[config.mk]
export PLATFORM = sky130hd
export DESIGN_NAME = dch_contention_gate
export DESIGN_NICKNAME = d
export VERILOG_FILES = /design/src/rtl/dch_pkg.sv /design/src/rtl/dch_grant_sel.sv /design/src/rtl/dch_tx_shifter.sv /design/src/rtl/dch_irq_flags.sv /design/src/rtl/dch_contention_gate.sv
export SDC_FILE = /design/constraint.sdc
export NUM_CORES = 1
export LEC_CHECK = 0
export ABC_CLOCK_PERIOD_IN_PS = 1300
export BUFFER_PORTS_ARGS = -buffer_cell sky130_fd_sc_hd__buf_2
export CAP_MARGIN = 40
export CORE_MARGIN = 3
export CORE_UTILIZATION = 47
export CTS_CLUSTER_SIZE = 10
export DETAILED_ROUTE_END_ITERATION = 8
export GPL_TIMING_DRIVEN = 0
export PLACE_DENSITY_LB_ADDON = 0.3
export REMOVE_ABC_BUFFERS = 1
export SYNTH_ARGS = -nofsm -noshare
export SYNTH_HDL_FRONTEND = slang
export SYNTH_HIERARCHICAL = 1
export SYNTH_SLANG_ARGS = --single-unit
[constraint.sdc]
create_clock -name clk -period 1.3 [get_ports clk]
set_clock_uncertainty 0.15 [all_clocks]
set_input_delay 0.195 -clock clk [delete_from_list [all_inputs] [get_ports clk]]
set_output_delay 0.195 -clock clk [all_outputs]
set_load 0.02 [all_outputs]
[src/rtl/dch_pkg.sv]
package dch_pkg;
   localparam int ADDR_W = 3;
   typedef enum logic [ADDR_W-1:0] {
      REG_REQ     = 3'd0,
      REG_BYPASS  = 3'd1,
      REG_GRANT   = 3'd2,
      REG_MODE    = 3'd3,
      REG_TXF_CLR = 3'd4,
      REG_RXF_CLR = 3'd5
   } dch_reg_e;
endpackage

[src/rtl/dch_grant_sel.sv]
// Per-port grant source selection and shift permission.
module dch_grant_sel (
   input  logic mode_reg_grant,
   input  logic grant_bit,
   input  logic grant_pin,
   input  logic req,
   input  logic bypass,
   output logic status,
   output logic shift_ok
);
   always_comb begin
      status   = mode_reg_grant ? grant_bit : grant_pin;
      shift_ok = bypass | (req & status);
   end
endmodule

[src/rtl/dch_tx_shifter.sv]
// One group of DBITS bits per frame, MSB first, idle high.
module dch_tx_shifter #(
   parameter int DBITS = 2
) (
   input  logic             clk,
   input  logic             rst,
   input  logic             frame_sync,
   input  logic             shift_ok,
   input  logic             tx_load,
   input  logic [DBITS-1:0] tx_data,
   output logic             tx_empty,
   output logic             dout
);
   localparam int CW = $clog2(DBITS + 1);
   localparam logic [CW-1:0] SLOTS = CW'(DBITS);

   logic [DBITS-1:0] hold_q;
   logic [DBITS-1:0] shreg_q;
   logic [CW-1:0]    slots_q;
   logic             full_q;
   logic             take;

   assign take = frame_sync & shift_ok & full_q;

   always_ff @(posedge clk) begin
      if (rst) begin
         hold_q  <= '0;
         shreg_q <= '1;
         slots_q <= '0;
         full_q  <= 1'b0;
      end else begin
         if (frame_sync) begin
            slots_q <= SLOTS;
            shreg_q <= take ? hold_q : '1;
         end else if (slots_q != '0) begin
            slots_q <= slots_q - 1'b1;
            shreg_q <= (shreg_q << 1) | DBITS'(1);
         end
         if (tx_load) begin
            hold_q <= tx_data;
            full_q <= 1'b1;
         end else if (take) begin
            full_q <= 1'b0;
         end
      end
   end

   assign tx_empty = ~full_q;
   assign dout     = (slots_q != '0) ? shreg_q[DBITS-1] : 1'b1;
endmodule

[src/rtl/dch_irq_flags.sv]
// Sticky frame flags: set on frame sync, write-one-to-clear, set wins.
module dch_irq_flags #(
   parameter int N_PORTS = 4
) (
   input  logic               clk,
   input  logic               rst,
   input  logic               frame_sync,
   input  logic [N_PORTS-1:0] clr,
   output logic [N_PORTS-1:0] flags
);
   always_ff @(posedge clk) begin
      if (rst)             flags <= '0;
      else if (frame_sync) flags <= '1;
      else                 flags <= flags & ~clr;
   end
endmodule

[src/rtl/dch_contention_gate.sv]
module dch_contention_gate #(
   parameter int N_PORTS = 4,
   parameter int DBITS   = 2
) (
   input  logic                       clk,
   input  logic                       rst,
   input  logic                       frame_sync,
   input  logic                       wr_en,
   input  logic [2:0]                 wr_addr,
   input  logic [N_PORTS-1:0]         wr_data,
   input  logic [N_PORTS-1:0]         tx_load,
   input  logic [N_PORTS*DBITS-1:0]   tx_data,
   input  logic [N_PORTS-1:0]         grant_pin,
   output logic [N_PORTS-1:0]         dreq,
   output logic [N_PORTS-1:0]         grant_status,
   output logic [N_PORTS-1:0]         tx_empty,
   output logic [N_PORTS-1:0]         dout,
   output logic [N_PORTS-1:0]         irq_tx,
   output logic [N_PORTS-1:0]         irq_rx
);
   import dch_pkg::*;

   if (N_PORTS < 1) begin : g_bad_ports
      $error("N_PORTS must be at least 1");
   end
   if (DBITS < 1) begin : g_bad_dbits
      $error("DBITS must be at least 1");
   end

   logic [N_PORTS-1:0] req_q, bypass_q, grant_q, mode_q;
   logic [N_PORTS-1:0] shift_ok;
   logic [N_PORTS-1:0] clr_tx, clr_rx;
   dch_reg_e           sel;

   assign sel = dch_reg_e'(wr_addr);

   always_ff @(posedge clk) begin
      if (rst) begin
         req_q    <= '0;
         bypass_q <= '0;
         grant_q  <= '0;
         mode_q   <= '0;
      end else if (wr_en) begin
         case (sel)
            REG_REQ:    req_q    <= wr_data;
            REG_BYPASS: bypass_q <= wr_data;
            REG_GRANT:  grant_q  <= wr_data;
            REG_MODE:   mode_q   <= wr_data;
            default: ;
         endcase
      end
   end

   assign clr_tx = (wr_en && sel == REG_TXF_CLR) ? wr_data : '0;
   assign clr_rx = (wr_en && sel == REG_RXF_CLR) ? wr_data : '0;
   assign dreq   = req_q;

   for (genvar i = 0; i < N_PORTS; i++) begin : g_port
      dch_grant_sel u_sel (
         .mode_reg_grant (mode_q[i]),
         .grant_bit      (grant_q[i]),
         .grant_pin      (grant_pin[i]),
         .req            (req_q[i]),
         .bypass         (bypass_q[i]),
         .status         (grant_status[i]),
         .shift_ok       (shift_ok[i])
      );
      dch_tx_shifter #(.DBITS(DBITS)) u_shf (
         .clk        (clk),
         .rst        (rst),
         .frame_sync (frame_sync),
         .shift_ok   (shift_ok[i]),
         .tx_load    (tx_load[i]),
         .tx_data    (tx_data[i*DBITS +: DBITS]),
         .tx_empty   (tx_empty[i]),
         .dout       (dout[i])
      );
   end

   dch_irq_flags #(.N_PORTS(N_PORTS)) u_txf (
      .clk (clk), .rst (rst), .frame_sync (frame_sync), .clr (clr_tx), .flags (irq_tx)
   );
   dch_irq_flags #(.N_PORTS(N_PORTS)) u_rxf (
      .clk (clk), .rst (rst), .frame_sync (frame_sync), .clr (clr_rx), .flags (irq_rx)
   );
endmodule

* After elaboration in Yosys (flattened, before gate mapping)
Index checks and enable logic that the tools add are counted.
Operators by class: multiplexer cells 40, bitwise gates (word level) 24, equality and inequality tests 5, reductions and logical operators 20, add/sub/neg operators 4
Operators with widths (number):
- 2-bit two-way mux | 20
- 2-bit nonzero test | 12
- 1-bit two-way mux | 16
- 4-bit two-way mux | 4
- 1-bit bitwise AND | 12
- 4-bit bitwise AND | 2
- 4-bit NOT | 2
- 2-bit AND reduction | 4
- 2-bit by 1-bit subtractor with 2-bit output, second input constant | 4
- 3-bit by 2-bit equality test with 1-bit output, second input constant | 2
- 3-bit equality test, second input constant | 2
- 1-bit NOT | 4
- 1-bit bitwise OR | 4
- 3-bit by 1-bit equality test with 1-bit output, second input constant | 1
- 3-bit zero test | 1
- 1-bit logical AND | 2
- 2-bit OR reduction | 1
Storage, ports and cells: output and inout port bits 24, bits of input ports 27, logic and storage cells 119, flip-flop bits (word level) 52

* Longest topological paths before layout
word-level depth 7, depth in mapped cells 5, mapped depth without buffers 5

* Modules after synthesis
Netlist, hierarchy kept.
Modules (own cells, without submodules):
- dch_tx_shifter | instances 4, seq. area each 140.1 um^2, cells each 28, area each 264.0 um^2
- dch_contention_gate | instances 1, seq. area each 320.3 um^2, cells each 71, area each 762.0 um^2
- dch_irq_flags | instances 2, seq. area each 80.1 um^2, cells each 13, area each 128.9 um^2
- dch_grant_sel | instances 4, seq. area each 0.0 um^2, cells each 2, area each 22.5 um^2

* Worst setup path after synthesis
Ideal clock, no wire load.
path type register to register, start point register mode_q[0], end point register g_port[0].u_shf.shreg_q[0], stages on the path, launching flop included 6, setup time 0.070 ns, buffers on the path 0, data arrival time 1.079 ns, clock period less this slack 1.300 ns, path slack 0.000 ns, data required time 1.080 ns, cells stage by stage dfxtp_1 -> mux2_4 -> a21o_1 -> nand3_2 -> nor2_1 -> o21bai_1
On the way: cells in the longest elaborated chain, start to end 7
Ends and longest elaborated chain:
- start, declared | RTL line dch_contention_gate.sv:30 | logic [N_PORTS-1:0] req_q, bypass_q, grant_q, mode_q;
- start signal, assigned | RTL line dch_contention_gate.sv:48 | REG_MODE: mode_q <= wr_data;
- 1-bit two-way mux | RTL line dch_grant_sel.sv:12 | status = mode_reg_grant ? grant_bit : grant_pin;
- named net grant_status[0] | RTL line dch_contention_gate.sv:15 | output logic [N_PORTS-1:0] grant_status,
- 1-bit bitwise AND | RTL line dch_grant_sel.sv:13 | shift_ok = bypass | (req & status);
- 1-bit bitwise OR | RTL line dch_grant_sel.sv:13
- named net shift_ok[0] | RTL line dch_contention_gate.sv:31 | logic [N_PORTS-1:0] shift_ok;
- 1-bit bitwise AND (2 in a row) | RTL line dch_tx_shifter.sv:23 | assign take = frame_sync & shift_ok & full_q;
- 2-bit two-way mux | RTL line dch_tx_shifter.sv:34 | shreg_q <= take ? hold_q : '1;
- 2-bit two-way mux | RTL line dch_tx_shifter.sv:32 | if (frame_sync) begin
- end signal, assigned | RTL line dch_tx_shifter.sv:34
- end signal, assigned | RTL line dch_tx_shifter.sv:37 | shreg_q <= (shreg_q << 1) | DBITS'(1);
- end, declared | RTL line dch_tx_shifter.sv:18 | logic [DBITS-1:0] shreg_q;
The timed path passes the listed nets, and every way through them passes these cells. A chain may end at the register's enable or synchronous reset.

* Final worst setup path
start point register mode_q[3], end point output grant_status[3]
On the way: cells in the longest elaborated chain, start to end 1
Ends and longest elaborated chain (RTL line):
- 1-bit two-way mux | dch_grant_sel.sv:12
- end, declared | dch_contention_gate.sv:15
Every way passes these cells.

==> metrics <==
Util after Layout=between 60% and 70%; first-pass GRT wire length=between 7000 and 8000 um; grt ovf=0; TritonRoute pass-1 iters=4; Initial DRC Count=just under 80; DRC errors left=0; Yosys warning count=6; Mapped Avg Cell Area=between 9 and 10 um2; switching power=between 0.7 and 0.8 mW; main area contributors after synthesis=dfxtp_1, mux2i_1, nand2b_1; CTS tree=built; sequential share of the synthesized area=between 40% and 50%; combinational power share=around 14%; Synth area leader=dfxtp_1; vias in the first global route=1631; Reg2Reg Depth=5; distinct cell type count after synthesis=24; Flop pwr share=between 50% and 60%; worst rel slew slack=between 60 and 70%; total internal power=2.30 mW; initial antenna violation count=0; DP HPWL=between 2000 and 3000 um; hold path cells=3; crit path kind=register to primary output; H-tree levels=2; Final min period=1450 ps; cell area after synthesis=0.00217 mm2; pwr/cell area=~1100 mW/mm2; die width=73.9 um; setup slack, reg-to-reg=-40 ps; post-place instance area=0.00247 mm2; Net count, final=315; number of synthesized flops with an enable pin=0; Worst Setup End Kind=primary output; placed insts=316; DR vias/cell=roughly 5.2; clock latency at the later pin of the worst-skew pair=roughly 310 ps; Data arrival, critical path=~1100 ps; area grow syn2layout=28.9%; Post-synth ARST share=0%; Syn Inst Count=217; WL per Instance=about 13 um; Final setup violation count=9; Setup crit start kind=register; DRT Wirelength=between 4000 and 5000 um; Clock Tree Root=clkbuf_8; Fin. Hold Viols=0; CTS Buf Count=5; CP Capture Point=grant_status[3]; post-route ant nets=0; P_leak=around 1.3 nW; GRT Util Overall=17.4%; largest net degree at the start of global routing=57; Design Area, Final=approximately 0.0028 mm2; Final Cycle Share=111%; count of final max-slew check failures=0; CP Launch Point=mode_q[3]$_SDFFE_PP0P_; n_diodes=0; Starting Density=a little under 50%; clk sinks=52; Worst Path Max Fanout=2; Net Sw Frac=25.3%; site row count=24; Reg-to-Reg End=g_port[0].u_shf/shreg_q[0]$_SDFFE_PP1P_; fmax=around 700 MHz; HP Class=input pin to register; top cell type's share of synthesized area=a little under 50%; max cap viols=0; clock slew at reported path FFs=about 90 ps; RSZ-0062 raised after global routing=yes; outcome=complete, but fails checks; port bufs=50; clock network power share=a little under a third; Slew @ Worst Pin=581 ps; Critical Path RT=between 900 and 1000 ps; Core Footprint=between 0.004 and 0.005 mm2; VDD IR max=0.000687 V; top_reg_cell synth=dfxtp_1; violated checks=negative setup slack; final worst slack=-149 ps; via count=1781; number of synthesized register bits=52; Final GP Congestion=roughly 0.7; fin cells=between 300 and 400; final hold slack=between 100 and 150 ps; reg2reg start=mode_q[0]$_SDFFE_PP0P_; clk buf depth=2; Die Ht=approximately 74 um; die area=0.00546 mm2; IO Pins=51; layout cells sized above 1=between 30 and 40%
## layout by cell type, fill, tap and decap left out, types with 3 or more instances in the layout
master / instances
a21o_1: 4
a21oi_1: 20
and2_1: 8
buf_2: 41
buf_4: 9
buf_6: 4
clkbuf_8: 6
dfxtp_1: 40
dfxtp_2: 8
dfxtp_4: 4
dlygate4sd3_1: 12
inv_1: 6
mux2_4: 4
mux2i_1: 24
nand2_1: 8
nand2b_1: 28
nand3_2: 4
nor2_1: 19
nor3_1: 4
nor4_1: 4
nor4b_1: 4
o21a_1: 4
o21bai_1: 8
o22ai_1: 3
## synth_stat cells (all sizes together), types with 5 or more instances
| cell | instances |
|---|---|
| nand2b | 28 |
| nor4b | 5 |
| and2 | 8 |
| dfxtp | 52 |
| mux2i | 24 |
| inv | 6 |
| a21oi | 20 |
| nand2 | 8 |
| o21bai | 8 |
| nor2 | 20 |
## state kept, by name (all words and copies together) (netlist names)
| name | flops |
|---|---|
| dreq | 4 |
| bypass_q | 4 |
| u_rxf/flags | 4 |
| mode_q | 4 |
| g_port.u_shf/hold_q | 8 |
| g_port.u_shf/shreg_q | 8 |
| grant_q | 4 |
| g_port.u_shf/slots_q | 8 |
| u_txf/flags | 4 |
| g_port.u_shf/full_q | 4 |
## repair_timing
item,4_1_cts,5_1_grt
pin swaps,10,6
gates resized for setup,28,3
endpoints found under the hold margin,12,0
buffers inserted,4,1
hold buffers,12,0
setup endpoints to repair,19,28
## per-layer routing
metal,up-vias,part of all wire [%],global-route usage [%]
li1,899,-,-
met1,831,46,21.8
met2,45,46,27.8
met3,6,6.0,5.88
met4,0,1.4,5.84
met5,-,0,0
## layout make-up
class,instances,area (um2)
clock buffers,7,86.3
clock inverters,1,7.51
fillers,386,1620
inverters,6,22.5
multi-input cells,156,1100
flip-flops and latches,52,1070
well taps,52,65.1
repair buffers,67,445
## power by group through the flow
| stage | Combinational, mW | Sequential [mW] | Clock [mW] |
|---|---|---|---|
| floorplan | 0.183 | 1.76 | 0 |
| global placement | 0.354 | 1.75 | 0 |
| detailed placement | 0.359 | 1.75 | 0 |
| CTS | 0.416 | 1.70 | 0.983 |
| global route | 0.460 | 1.72 | 1.03 |
| finish | 0.419 | 1.70 | 0.949 |
## through the flow
| stage | worst slack (ps) | power (mW) | setup TNS (ps) |
|---|---|---|---|
| 2_1_floorplan | 0.341 | 1.95 | 0 |
| 3_3_place_gp | -255 | 2.10 | -3750 |
| 3_5_place_dp | -217 | 2.11 | -3520 |
| 4_1_cts | -164 | 3.10 | -767 |
| 5_1_grt | -194 | 3.21 | -1570 |
| 6_report | -149 | 3.07 | -682 |
## worst min path at each step
stage	to	from	slack, ps
2_1_floorplan	u_rxf/flags[0]$_SDFF_PP0_	rst	110
3_3_place_gp	g_port[1].u_shf/hold_q[0]$_SDFFE_PP0P_	tx_data[2]	280
4_1_cts	mode_q[1]$_SDFFE_PP0P_	wr_data[1]	100
5_1_grt	mode_q[1]$_SDFFE_PP0P_	wr_data[1]	120
6_report	mode_q[1]$_SDFFE_PP0P_	wr_data[1]	110
3_5_place_dp	g_port[2].u_shf/hold_q[1]$_SDFFE_PP0P_	tx_data[5]	290
## logic make-up after synthesis
kind of cell    count (synthesis)  share of synthesized area [%]
simple gates                   88                           25.2
buf+inv                         9                           1.56
compound gates                 40                           11.3
flops                          52                           48.1
mux                            28                           13.9
## worst max-delay path, stage by stage, from the launching register on
cell,delay [ps]
dfxtp_2,350
mux2_4,310
buf_6,130
Power figures use the tool's default switching activity.
